==> src/rtl/lpce_pkg.sv <==
package lpce_pkg;
    localparam int CA_W         = 6;
    localparam int OP_W         = 3;
    localparam int BANK_FIELD_W = CA_W - OP_W;
    localparam int ROW_W        = 2 * CA_W;
    localparam int COL_HI_W     = CA_W - 2;
    localparam int COL_W        = CA_W + COL_HI_W;
    localparam int MAX_CMDS     = 5;
    localparam int CNT_W        = $clog2(MAX_CMDS + 1);

    typedef enum logic [1:0] {
        REQ_ACT = 2'd0,
        REQ_RD  = 2'd1,
        REQ_WR  = 2'd2,
        REQ_PRE = 2'd3
    } req_op_e;

    typedef enum logic [OP_W-1:0] {
        CMD_NOP  = 3'd0,
        CMD_ACT1 = 3'd1,
        CMD_ACT2 = 3'd2,
        CMD_RD   = 3'd3,
        CMD_WR   = 3'd4,
        CMD_CAS2 = 3'd5,
        CMD_PRE  = 3'd6
    } cmd_op_e;

    typedef struct packed {
        cmd_op_e                 op;
        logic [BANK_FIELD_W-1:0] bank;
        logic [CA_W-1:0]         payload;
    } cmd_t;

    localparam cmd_t CMD_IDLE = '{op: CMD_NOP, bank: '0, payload: '0};

    function automatic logic [CA_W-1:0] first_beat(input cmd_t c);
        return {c.bank, c.op};
    endfunction

    function automatic cmd_t make_cmd(input cmd_op_e op,
                                      input logic [BANK_FIELD_W-1:0] bank,
                                      input logic [CA_W-1:0] payload);
        cmd_t c;
        c.op      = op;
        c.bank    = bank;
        c.payload = payload;
        return c;
    endfunction
endpackage

==> src/rtl/lpce_bank_table.sv <==
module lpce_bank_table
    import lpce_pkg::*;
#(
    parameter int NUM_BANKS = 8,
    localparam int BANK_W   = $clog2(NUM_BANKS)
) (
    input  logic              clk,
    input  logic              rst,
    input  logic [BANK_W-1:0] look_bank,
    output logic              look_open,
    output logic [ROW_W-1:0]  look_row,
    input  logic              wr_en,
    input  logic [BANK_W-1:0] wr_bank,
    input  logic              wr_open,
    input  logic [ROW_W-1:0]  wr_row
);
    logic [NUM_BANKS-1:0] open_q;
    logic [ROW_W-1:0]     row_q [NUM_BANKS];

    for (genvar b = 0; b < NUM_BANKS; b++) begin : g_bank
        always_ff @(posedge clk) begin
            if (rst) begin
                open_q[b] <= 1'b0;
                row_q[b]  <= '0;
            end else if (wr_en && wr_bank == BANK_W'(b)) begin
                open_q[b] <= wr_open;
                if (wr_open) row_q[b] <= wr_row;
            end
        end
    end

    always_comb begin
        look_open = open_q[look_bank];
        look_row  = row_q[look_bank];
    end
endmodule

==> src/rtl/lpce_planner.sv <==
module lpce_planner
    import lpce_pkg::*;
#(
    parameter int BANK_W     = 3,
    parameter int BURST_MODE = 2
) (
    input  logic [1:0]        req_op,
    input  logic [BANK_W-1:0] req_bank,
    input  logic [ROW_W-1:0]  req_row,
    input  logic [COL_W-1:0]  req_col,
    input  logic              req_bl32,
    input  logic              bank_open,
    input  logic [ROW_W-1:0]  bank_row,
    output cmd_t              plan [MAX_CMDS],
    output logic [CNT_W-1:0]  plan_cnt
);
    logic bl_bit;

    if (BURST_MODE == 0) begin : g_bl16
        assign bl_bit = 1'b0;
    end else if (BURST_MODE == 1) begin : g_bl32
        assign bl_bit = 1'b1;
    end else begin : g_bl_dyn
        assign bl_bit = req_bl32;
    end

    req_op_e                 op;
    logic                    is_access;
    logic                    row_hit;
    logic                    need_close;
    logic                    need_open;
    logic [BANK_FIELD_W-1:0] bank_f;
    logic [CNT_W-1:0]        n;

    always_comb begin
        op         = req_op_e'(req_op);
        bank_f     = BANK_FIELD_W'(req_bank);
        is_access  = (op == REQ_RD) || (op == REQ_WR);
        row_hit    = bank_open && (bank_row == req_row);
        need_close = bank_open && ((op == REQ_ACT) || (op == REQ_PRE) ||
                                   (is_access && !row_hit));
        need_open  = (op == REQ_ACT) || (is_access && !row_hit);

        for (int k = 0; k < MAX_CMDS; k++) plan[k] = CMD_IDLE;
        n = '0;
        if (need_close) begin
            plan[n] = make_cmd(CMD_PRE, bank_f, '0);
            n = n + CNT_W'(1);
        end
        if (need_open) begin
            plan[n] = make_cmd(CMD_ACT1, bank_f, req_row[ROW_W-1:CA_W]);
            n = n + CNT_W'(1);
            plan[n] = make_cmd(CMD_ACT2, bank_f, req_row[CA_W-1:0]);
            n = n + CNT_W'(1);
        end
        if (is_access) begin
            plan[n] = make_cmd((op == REQ_RD) ? CMD_RD : CMD_WR, bank_f,
                               {bl_bit, 1'b0, req_col[COL_W-1:CA_W]});
            n = n + CNT_W'(1);
            plan[n] = make_cmd(CMD_CAS2, '0, req_col[CA_W-1:0]);
            n = n + CNT_W'(1);
        end
        plan_cnt = n;
    end
endmodule

==> src/rtl/lpce_serializer.sv <==
module lpce_serializer
    import lpce_pkg::*;
(
    input  logic             clk,
    input  logic             rst,
    input  logic             start,
    input  cmd_t             plan [MAX_CMDS],
    input  logic [CNT_W-1:0] plan_cnt,
    output logic             busy,
    output logic             cs,
    output logic [CA_W-1:0]  ca
);
    cmd_t             list_q [MAX_CMDS];
    logic [CNT_W-1:0] cnt_q;
    logic [CNT_W-1:0] idx_q;
    logic             phase_q;
    logic             busy_q;
    cmd_t             cur;

    always_ff @(posedge clk) begin
        if (rst) begin
            busy_q  <= 1'b0;
            phase_q <= 1'b0;
            idx_q   <= '0;
            cnt_q   <= '0;
            for (int k = 0; k < MAX_CMDS; k++) list_q[k] <= CMD_IDLE;
        end else if (!busy_q) begin
            if (start && plan_cnt != '0) begin
                busy_q  <= 1'b1;
                phase_q <= 1'b0;
                idx_q   <= '0;
                cnt_q   <= plan_cnt;
                for (int k = 0; k < MAX_CMDS; k++) list_q[k] <= plan[k];
            end
        end else if (!phase_q) begin
            phase_q <= 1'b1;
        end else begin
            phase_q <= 1'b0;
            if (idx_q == cnt_q - CNT_W'(1)) busy_q <= 1'b0;
            else                            idx_q  <= idx_q + CNT_W'(1);
        end
    end

    always_comb begin
        cur  = list_q[idx_q];
        busy = busy_q;
        cs   = busy_q && !phase_q;
        if (!busy_q)      ca = '0;
        else if (phase_q) ca = cur.payload;
        else              ca = first_beat(cur);
    end

    // chip select never stays high for two cycles in a row
    a_r2_cs_one_cycle: assert property (@(posedge clk) disable iff (rst)
        cs |=> !cs);

    // the first activation frame is always followed by the second
    a_r3_act_pair: assert property (@(posedge clk) disable iff (rst)
        (cs && ca[OP_W-1:0] == CMD_ACT1) |=> ##1 (cs && ca[OP_W-1:0] == CMD_ACT2));

    // every read or write frame is followed by a column-completion frame
    a_r5_cas_follows: assert property (@(posedge clk) disable iff (rst)
        (cs && (ca[OP_W-1:0] == CMD_RD || ca[OP_W-1:0] == CMD_WR))
        |=> ##1 (cs && ca[OP_W-1:0] == CMD_CAS2));
endmodule

==> src/rtl/lp_cmd_encoder.sv <==
module lp_cmd_encoder
    import lpce_pkg::*;
#(
    parameter int NUM_BANKS  = 8,
    parameter int BURST_MODE = 2,
    localparam int BANK_W    = $clog2(NUM_BANKS)
) (
    input  logic              clk,
    input  logic              rst,
    input  logic              req_valid,
    output logic              req_ready,
    input  logic [1:0]        req_op,
    input  logic [BANK_W-1:0] req_bank,
    input  logic [ROW_W-1:0]  req_row,
    input  logic [COL_W-1:0]  req_col,
    input  logic              req_bl32,
    output logic              cs,
    output logic [CA_W-1:0]   ca
);
    logic             accept;
    logic             busy;
    logic             look_open;
    logic [ROW_W-1:0] look_row;
    cmd_t             plan [MAX_CMDS];
    logic [CNT_W-1:0] plan_cnt;

    assign req_ready = !busy;
    assign accept    = req_valid && req_ready;

    lpce_bank_table #(.NUM_BANKS(NUM_BANKS)) table_i (
        .clk       (clk),
        .rst       (rst),
        .look_bank (req_bank),
        .look_open (look_open),
        .look_row  (look_row),
        .wr_en     (accept),
        .wr_bank   (req_bank),
        .wr_open   (req_op != REQ_PRE),
        .wr_row    (req_row)
    );

    lpce_planner #(.BANK_W(BANK_W), .BURST_MODE(BURST_MODE)) planner_i (
        .req_op    (req_op),
        .req_bank  (req_bank),
        .req_row   (req_row),
        .req_col   (req_col),
        .req_bl32  (req_bl32),
        .bank_open (look_open),
        .bank_row  (look_row),
        .plan      (plan),
        .plan_cnt  (plan_cnt)
    );

    lpce_serializer ser_i (
        .clk      (clk),
        .rst      (rst),
        .start    (accept),
        .plan     (plan),
        .plan_cnt (plan_cnt),
        .busy     (busy),
        .cs       (cs),
        .ca       (ca)
    );

    // an accepted request with work starts a frame on the next cycle
    a_r10_accept_then_frame: assert property (@(posedge clk) disable iff (rst)
        (accept && plan_cnt != '0) |=> (cs && !req_ready));

    // precharge to an idle bank leaves the bus quiet
    a_r9_pre_idle_quiet: assert property (@(posedge clk) disable iff (rst)
        (accept && req_op == REQ_PRE && !look_open) |=> (!cs && req_ready));
endmodule

==> config.mk <==
export PLATFORM = sky130hd
export DESIGN_NAME = lp_cmd_encoder
export DESIGN_NICKNAME = d
export VERILOG_FILES = /design/src/rtl/lpce_pkg.sv /design/src/rtl/lpce_bank_table.sv /design/src/rtl/lpce_planner.sv /design/src/rtl/lpce_serializer.sv /design/src/rtl/lp_cmd_encoder.sv
export SDC_FILE = /design/constraint.sdc
export NUM_CORES = 1
export LEC_CHECK = 0
export BUFFER_PORTS_ARGS = -buffer_cell sky130_fd_sc_hd__buf_4
export CAP_MARGIN = 15
export CORE_ASPECT_RATIO = 0.5
export CORE_MARGIN = 2
export CORE_UTILIZATION = 40
export DETAILED_ROUTE_END_ITERATION = 6
export SYNTH_ARGS = -nofsm -noshare
export SYNTH_HDL_FRONTEND = slang
export SYNTH_SLANG_ARGS = --single-unit
==> constraint.sdc <==
create_clock -name clk -period 7 [get_ports clk]
set_clock_uncertainty 0.15 [all_clocks]
set_input_delay 0.35 -clock clk [delete_from_list [all_inputs] [get_ports clk]]
set_output_delay 0.35 -clock clk [all_outputs]
set_load 0.1 [all_outputs]
Word level (Yosys, flattened, before mapping)
Memory sizes are Yosys's and may differ from the RTL's. A register that Yosys moved wholly into a read port is not among the register bits.
Index checks and enable logic that the tools add are counted.
{"block": "word_totals", "wordCells": 172, "mem_count": 2, "ramBits": 156, "reg_bits": 16, "output_inout_bits": 8}
{"block": "classes", "eq_ne": 15, "n_mux": 79, "n_bitwise": 18, "n_addsub": 6, "n_lt_le_gt_ge": 9, "n_reduce_logical": 31}
{"name": "table_i.row_q", "depth": 8, "word_bits": 12, "read_ports": 1, "rd_ports_with_merged_regs": 0, "wr": 8, "line_no": "lpce_bank_table.sv:18", "text": "logic [ROW_W-1:0] row_q [NUM_BANKS];"}
{"name": "ser_i.list_q", "depth": 5, "word_bits": 12, "read_ports": 1, "rd_ports_with_merged_regs": 1, "wr": 5, "line_no": "lpce_serializer.sv:13", "text": "cmd_t list_q [MAX_CMDS];"}
{"operator": "$bwmux W60", "n": 4}
{"operator": "$mux W12", "n": 18}
{"operator": "$demux W12 S3", "n": 4}
{"operator": "$mux W60", "n": 2}
{"operator": "$mux W1", "n": 39}
{"operator": "$mux W3", "n": 9}
{"operator": "$logic_and A1 B1 Y1", "n": 18}
{"operator": "$ge A4 B4 Y1 const B", "n": 4}
{"operator": "$lt A4 B1 Y1 const B", "n": 4}
{"operator": "$or A1 B1 Y1", "n": 13}
{"operator": "$add A3 B1 Y3 const B", "n": 4}
{"operator": "$eq A12 B12 Y1", "n": 1}
{"operator": "$eq A3 B3 Y1 const B", "n": 4}
{"operator": "$mux W6", "n": 2}
{"operator": "$not A3 Y4", "n": 3}
{"operator": "$eq A3 B2 Y1 const B", "n": 2}
{"operator": "$eq A2 B2 Y1 const B", "n": 2}
{"operator": "$logic_or A1 B1 Y1", "n": 4}
{"operator": "$lt A3 B4 Y1 const B", "n": 1}
{"operator": "$ne A2 B2 Y1 const B", "n": 2}
{"operator": "$not A1 Y4", "n": 1}
{"operator": "$bmux W1 S3", "n": 1}
{"operator": "$eq A3 B1 Y1 const B", "n": 1}
{"operator": "$eq A3 B3 Y1", "n": 1}
{"operator": "12 further kinds", "n": 14}

Longest topological paths before layout
Gate-level depths: netlist of the first run.
{"block": "logic_depth", "depth_word": 21, "ltp_mapped": 13, "ltp_nobuf": 10}

Modules after synthesis
A second synthesis of the first run with hierarchy kept.
{"block": "unflattened", "cells_unflattened": 685, "hier_area_um2": 9113.7}
{"module": "lpce_bank_table", "seq_area_each_um2": 3042.9, "instances": 1, "area_per_inst_um2": 4852.2, "cells_each": 308}
{"module": "lpce_serializer", "seq_area_each_um2": 2021.9, "instances": 1, "area_per_inst_um2": 3220.6, "cells_each": 214}
{"module": "lpce_planner", "seq_area_each_um2": 0.0, "instances": 1, "area_per_inst_um2": 1027.2, "cells_each": 160}
{"module": "lp_cmd_encoder", "seq_area_each_um2": 0.0, "instances": 1, "area_per_inst_um2": 13.8, "cells_each": 3}

Worst setup path before layout of the first run
Ideal clock, no wire load.
{"block": "synth_timing", "path_type": "in2reg", "start": "in req_bank[0]", "end": "mem ser_i.list_q[0][0] in the netlist's numbering, enable pin", "setup_time_ns": 0.645, "slack_ns": 3.318, "stages": 7, "t_required_ns": 6.205, "arrival_time_ns": 2.887, "path_buffers": 2, "path_cell_list": "buf_2 -> buf_2 -> mux4_2 -> mux2i_1 -> nand2_1 -> nand2_1 -> nand2_1"}
{"item": "start: declaration", "line_no": "lp_cmd_encoder.sv:13", "text": "input logic [BANK_W-1:0] req_bank,"}
{"item": "end: declaration", "line_no": "lpce_serializer.sv:13"}

==> flow_summary.ini, run 1 <==
[worst_setup_path]
endpoint_kind = output port
reg2reg_depth = 8
required_ns = 6.50
path_class = reg -> out
crit_path_max_fanout = 12
critPathArrivalTime_ns = 2.81
crit-reg2reg-launch = table_i.row_q[7][7]$_SDFFCE_PN0P_
start_kind = flop
crit-reg2reg-capture = ser_i.list_q[3][3]$_SDFFCE_PN0P_
r2r_slack_ns = 3.93

[grt]
grtUsageTotal_pct = 18.5
overflow = 0
use_met2_pct = 29.5
antenna_found_initial = 0
grt_busiest_layer = met2
grt_pass1_vias = 5076
grtUsageMet3_pct = 4.11
grt_max_degree = 59
grtUsageMet1_pct = 25.8
grt_pass1_wl_mm = 30.2

[logic_synthesis]
yosysWarnings = 0
synth_edf_count = 151
synth.cell_area_um2 = 8340
syn_area_per_cell_um2 = 13.4
syn_nets = 660
synth-seq-cells = 170
ys_types = 47
ys_seq_area_share_pct = 58.9
ys_dominant_reg_cell = edfxtp_1
synth-async-reset-ratio_pct = 0
syn_inst = 624

[power]
pwr-share-clk_pct = 39.6
p_leak_nw = 3.50
internal-power_mw = 1.76
seqPwrFrac_pct = 50.3
p_per_area_nw_per_um2 = 252
swShare_pct = 24.9
combPwrFrac_pct = 10.1
ir_drop_v = 0.000123
p_switching_mw = 0.585

[clock_tree]
cts_hold_buffers = 0
cts.path.max_buffers = 2
clk_pin_slew_ns = 0.07
postCtsSetupBuffers = 0
clock-root-buffer = clkbuf_16
numCtsBuffers = 17
clock_latency_ns = 0.43
cts_resized = 0
cts_tree = built
clock_sinks = 170
cts_htree_levels = 4

[sta]
hold_viol = 0
max_freq_ghz = 0.302
setup-violations-final = 0
period_share_pct = 47.3
slew_headroom_pct = 23.4
rsz0062_at_grt = false
finalCriticalPeriod_ns = 3.31
worst_pin_slew_ns = 1.15
maxSlewViolCount = 0
fin_setup_tns_ns = 0

[drt]
routed_wl_mm = 19.6
final_antenna_net_count = 0
via_per_inst = 5.46
post_drt_wl_per_cell_um = 21.3
dr_total_vias = 5011
first_pass_iters = 6
drc = 0
drtIter0Drc = 443

[hold_path]
whs_path_depth = 2
hold_start = rst
min_path_type = in -> reg
hold_path_end = table_i.open_q[7]$_SDFFE_PP0P_

[place]
postPlaceCellArea_um2 = 8720
dp_hpwl_mm = 12.4
io_buffers = 38
gp_congestion = 0.762

[layout]
final_nets = 668
areaGrowthSynthToFinish_pct = 11.5
multi_input_area_um2 = 3100
drive_gt1_share_pct = 19.7
n_fill_cell = 1843
antenna_cells = 0
layout_commonest_cell = edfxtp_1
final_area_um2 = 9310
regArea_um2 = 4910
fin_util_pct = 45.4
final_cell_mix = edfxtp_1 (151), and2_1 (110), buf_4 (42)

[floorplanning]
ios = 39
core_area_um2 = 20500
core.rowCount = 37
die_area_um2 = 22100
die_h_um = 106
chipWidth_um = 208
initial_utilization_pct = 40.7

[job]
maxCapViolCount = 0

[status]
outcome = finished clean
==> how the worst max path moves through the flow <==
stage                                            end  slack [ns]  cells after the start
floorplan           ser_i.list_q[0][0]$_SDFFCE_PP0P_        3.32                      7
global placement    ser_i.list_q[1][2]$_SDFFCE_PP0P_        3.32                      9
detailed placement  ser_i.list_q[1][5]$_SDFFCE_PP0P_        3.28                      9
CTS                                            ca[0]        3.59                      4
global route                                   ca[0]        3.51                      4
finish                                         ca[0]        3.69                      4
==> flip-flops by register name (all words and copies together) (netlist names), named ones only <==
register and cells:
ser_i.cnt_q 3, ser_i.idx_q 3, table_i.open_q 8, ser_i.phase_q 1, ser_i.busy 1, ser_i.list_q 55, table_i.row_q 96
==> stage by stage <==
| step | worst slack (ns) | cells | power (mW) | hold slack (ns) |
|---|---|---|---|---|
| floorplan | 3.32 | 624 | 1.37 | 0.310 |
| CTS | 3.59 | 918 | 2.37 | 0.0647 |
| detailed placement | 3.28 | 886 | 1.44 | 0.340 |
| finish | 3.69 | 918 | 2.35 | 0.0806 |
| global placement | 3.32 | 886 | 1.44 | 0.327 |
| global route | 3.51 | 918 | 2.43 | 0.0693 |
==> layer usage <==
metal / share of wire (%) / wire length [µm]
met1: 47 / 9270
met5: 0 / 0
met2: 46 / 9050
met3: 5.1 / 990
met4: 1.3 / 253
==> kinds of logic (layout without fill, tap and decap cells) <==
kind of cell	Yosys count	count (layout)	synth area share [%]
and+or+nand+nor	223	223	14.6
DFF	170	170	58.9
AOI/OAI and AO/OA	73	73	6.85
muxes	72	72	13.1
buffers and inverters	64	85	4.00
xor gates and xnor gates	17	17	1.78
adders and majority gates	5	5	0.750
==> cell type report <==
| type | instances | area share [%] |
|---|---|---|
| inverters | 11 | 0.444 |
| well taps | 273 | 3.67 |
| flip-flops and latches | 170 | 52.8 |
| clock buffers | 20 | 5.26 |
| repair buffers | 42 | 3.39 |
| multi-input cells | 390 | 33.4 |
| clock inverters | 12 | 1.06 |
==> worst max-delay path, cell delays in order, from the launching register on <==
cell     delay [ns]
dfxtp_1        0.92
mux4_2         0.62
mux4_2         0.45
and2_1         0.17
buf_4          0.23
==> synth_stat cells (all sizes together) (2+ instances only) <==
master  number  area [µm²]
o22ai        4        25.0
nand3        6        30.0
mux2i       28         280
nand2       42         160
mux2        16         180
a21o         5        37.5
a311oi       6        52.6
nor3        10        50.1
a21oi        8        40.0
a41oi        2        25.0
a32o         7        70.1
a22o        15         131
mux4        28         634
a22oi       10        75.1
a221oi       4        35.0
ha           5        62.6
xnor2       11        96.3
o21ai        7        35.0
nand2b       3        18.8
xor2         6        52.6
dfxtp       19         380
and3        12        75.1
nor2b        5        31.3
inv         11        41.3
and4         2        20.0
buf         19         165
clkbuf      34         128
nor2        28         108
nand4        3        18.8
edfxtp     151        4530
and2       111         697
==> power by group through the flow <==
stage	Sequential [mW]	Clock (mW)	Combinational, mW
2_1_floorplan	1.19	0	0.174
3_3_place_gp	1.20	0	0.237
3_5_place_dp	1.21	0	0.239
4_1_cts	1.18	0.942	0.240
5_1_grt	1.19	0.985	0.256
6_report	1.18	0.929	0.237
No activity file was read; power rests on OpenSTA's default activity.
==> run 2: changes to the inputs <==
Settings changed: ABC_AREA set to 1.
Clock period 7 ns to 3.4 ns, I/O delays scaled along.
==> flow_summary.ini, run 2 <==
[status]
outcome = finished clean

[worst_setup_path]
path_cells = buf_4 -> buf_4 -> nor2_2 -> a21oi_1 -> nand3_1 -> nand2_1 -> nand2_1 -> nand2_1 -> nor2_1 -> nand2_1 -> nor2_4 -> nand3_4 -> nand2_4 -> inv_1 -> o21ai_1 -> nor2_1
critical_path.top_delay_family = simple AND/OR/NAND/NOR gates
cpMostUsedCell = nand2_1
slowest_delay_ns = 0.49
required_ns = 3.43
endpoint_kind = flop
start_kind = input port
crit_slowest_cell = nor2_2
critPathArrivalTime_ns = 2.75
critPathBufInv = 3
crit_path_max_fanout = 46
path_class = in -> reg

[layout]
final_area_um2 = 9740
final_cell_mix = nand2_1 (266), nor2_1 (185), edfxtp_1 (151)
final_nets = 1048
areaGrowthSynthToFinish_pct = 15.2
largest_register_ffs = 96
drive_gt1_share_pct = 12.4
antenna_cells = 0
fin_util_pct = 47.2
reg_top3 = table_i.row_q: 96 flops, ser_i.list_q: 55 flops, table_i.open_q: 8 flops
regArea_um2 = 4910
largest-register = table_i.row_q
multi_input_area_um2 = 3020
n_fill_cell = 1955
layout_commonest_cell = nand2_1

[sta]
rsz0062_at_grt = false
setup-violations-final = 0
setup_ws_ns = 0.680
max_freq_ghz = 0.368
slew_headroom_pct = 42.5
finalCriticalPeriod_ns = 2.72
period_share_pct = 80.0
hold_viol = 0
worst_pin_slew_ns = 0.853
fin_setup_tns_ns = 0
maxSlewViolCount = 0

[logic_synthesis]
ys_types = 40
syn_area_per_cell_um2 = 8.82
syn_inst = 959
synth.cell_area_um2 = 8460
synthTopCellsByArea = edfxtp_1 (54%), nand2_1 (12%), nor2_1 (8.2%)
synth-async-reset-ratio_pct = 0
synth_most_common_cell = nand2_1
synth-seq-cells = 170
synth_top_area_share_pct = 53.6
synth_largest_area_cell = edfxtp_1
synth_edf_count = 151
syn_nets = 995
ys_seq_area_share_pct = 58.1
synth_top_cells_by_count = nand2_1 (267), nor2_1 (185), edfxtp_1 (151)
ys_dominant_reg_cell = edfxtp_1
yosysWarnings = 0

[power]
p_per_area_nw_per_um2 = 504
ir_drop_v = 0.000285
p_leak_nw = 4.09
p_total_mw = 4.91

[clock_tree]
postCtsSetupBuffers = 0
clk_pin_slew_ns = 0.07
cts.path.max_buffers = 2
clock_sinks = 170
numCtsBuffers = 17
clock_latency_ns = 0.44
clock-root-buffer = clkbuf_16
cts_resized = 0
cts_tree = built
cts_htree_levels = 4

[job]
maxCapViolCount = 0

[grt]
grtUsageTotal_pct = 22.1
grt_pass1_vias = 6249
overflow = 0
grt_pass1_wl_mm = 36.6
antenna_found_initial = 0
grt_max_degree = 59

[floorplanning]
initial_utilization_pct = 41.0
core.rowCount = 37
chipWidth_um = 210
die_area_um2 = 22400
core_area_um2 = 20600
die_h_um = 107
ios = 39

[drt]
final_antenna_net_count = 0
post_drt_wl_per_cell_um = 18.4
dr_total_vias = 6767
routed_wl_mm = 23.8
drtIter0Drc = 724
first_pass_iters = 5
via_per_inst = 5.21
drc = 0

[hold_path]
min_path_type = in -> reg

[place]
dp_hpwl_mm = 16.7
postPlaceCellArea_um2 = 9050
io_buffers = 38
post-place-ws_ns = 0.235
gp_congestion = 0.894
==> run 2: changes by cell type after synthesis, moves of 15 or more <==
cell     previous run  this run
o21ai_1             0        22
a21oi_1             8        23
and2_1            110         0
mux4_2             27         0
mux2_2             16         0
nand2_1            41       267
mux2i_1            28         0
inv_1              11        51
o21ai_0             7        39
nor2_1             27       185
a22o_1             15         0
nand3_1             6        67
==> run 2: kinds of logic (layout without fill, tap and decap cells) <==
family | Yosys count | count (layout) | share of synthesized area (%)
AND/OR/NAND/NOR | 554 | 554 | 27.3
flip-flops | 170 | 170 | 58.1
XOR/XNOR | 3 | 3 | 0.311
buffers and inverters | 116 | 182 | 6.20
adder cells (fa/ha/maj) | 5 | 5 | 0.739
AO/OA/AOI/OAI | 111 | 111 | 7.32
==> run 2: per-stage QoR <==
stage | hold WS, ns | instances
after CTS | 0.0853 | 1298
after global routing | 0.123 | 1298
after floorplan | 0.218 | 959
after detailed placement | 0.314 | 1253
after global placement | 0.310 | 1253
final | 0.0993 | 1298
==> run 2: area by class of cell <==
cell class,count,share of cell area (%)
clock buffers,17,4.37
clock inverters,15,1.43
inverters,73,2.84
multi-input cells,673,31.0
flip-flops and latches,170,50.4
well taps,273,3.51
repair buffers,77,6.39
==> run 2: where the power goes <==
group | switching, mW | internal, mW | total, mW
sequential | 0.0409 | 2.39 | 2.43
combinational | 0.422 | 0.166 | 0.588
clock | 0.867 | 1.02 | 1.89
total | 1.33 | 3.58 | 4.91
==> run 2: worst reg2reg max path: stages (launching register included) <==
cell and delay [ns]:
edfxtp_1 0.37, nand2_1 0.07, nand2_1 0.06, nand2_1 0.11
nand3_1 0.20, nand3_1 0.13, nand2_1 0.08, nor2_1 0.11
nand2_1 0.09, nor2_4 0.13, nand3_4 0.12, nand2_4 0.23
inv_1 0.13, o21ai_1 0.26, nor2_1 0.09
==> run 2: path summary, 6_finish.rpt <==
check,startpoint,cells after the start,slack [ns],endpoint
setup / recovery,req_bank[0],16,0.68,ser_i.list_q[2][6]$_SDFFCE_PP0P_
hold / removal,req_valid,4,0.1,ser_i.phase_q$_SDFFE_PP0P_
setup reg to reg,table_i.row_q[3][10]$_SDFFCE_PN0P_,14,0.79,ser_i.list_q[2][6]$_SDFFCE_PP0P_
hold reg to reg,table_i.open_q[5]$_SDFFE_PP0P_,2,0.33,table_i.open_q[5]$_SDFFE_PP0P_
==> run 2: timing repair <==
item,in CTS,in global routing
endpoints found under the hold margin,29,0
hold buffers,13,0
endpoints found under the setup margin,0,0
==> run 2: layer usage <==
layer | global-route usage, % | vias to the layer above | share of wire [%]
met1 | 31.5 | 3179 | 47
met2 | 33.9 | 255 | 45
met4 | 7.45 | 0 | 2.2
li1 | - | 3301 | -
met5 | 0 | - | 0
met3 | 4.60 | 32 | 6.7
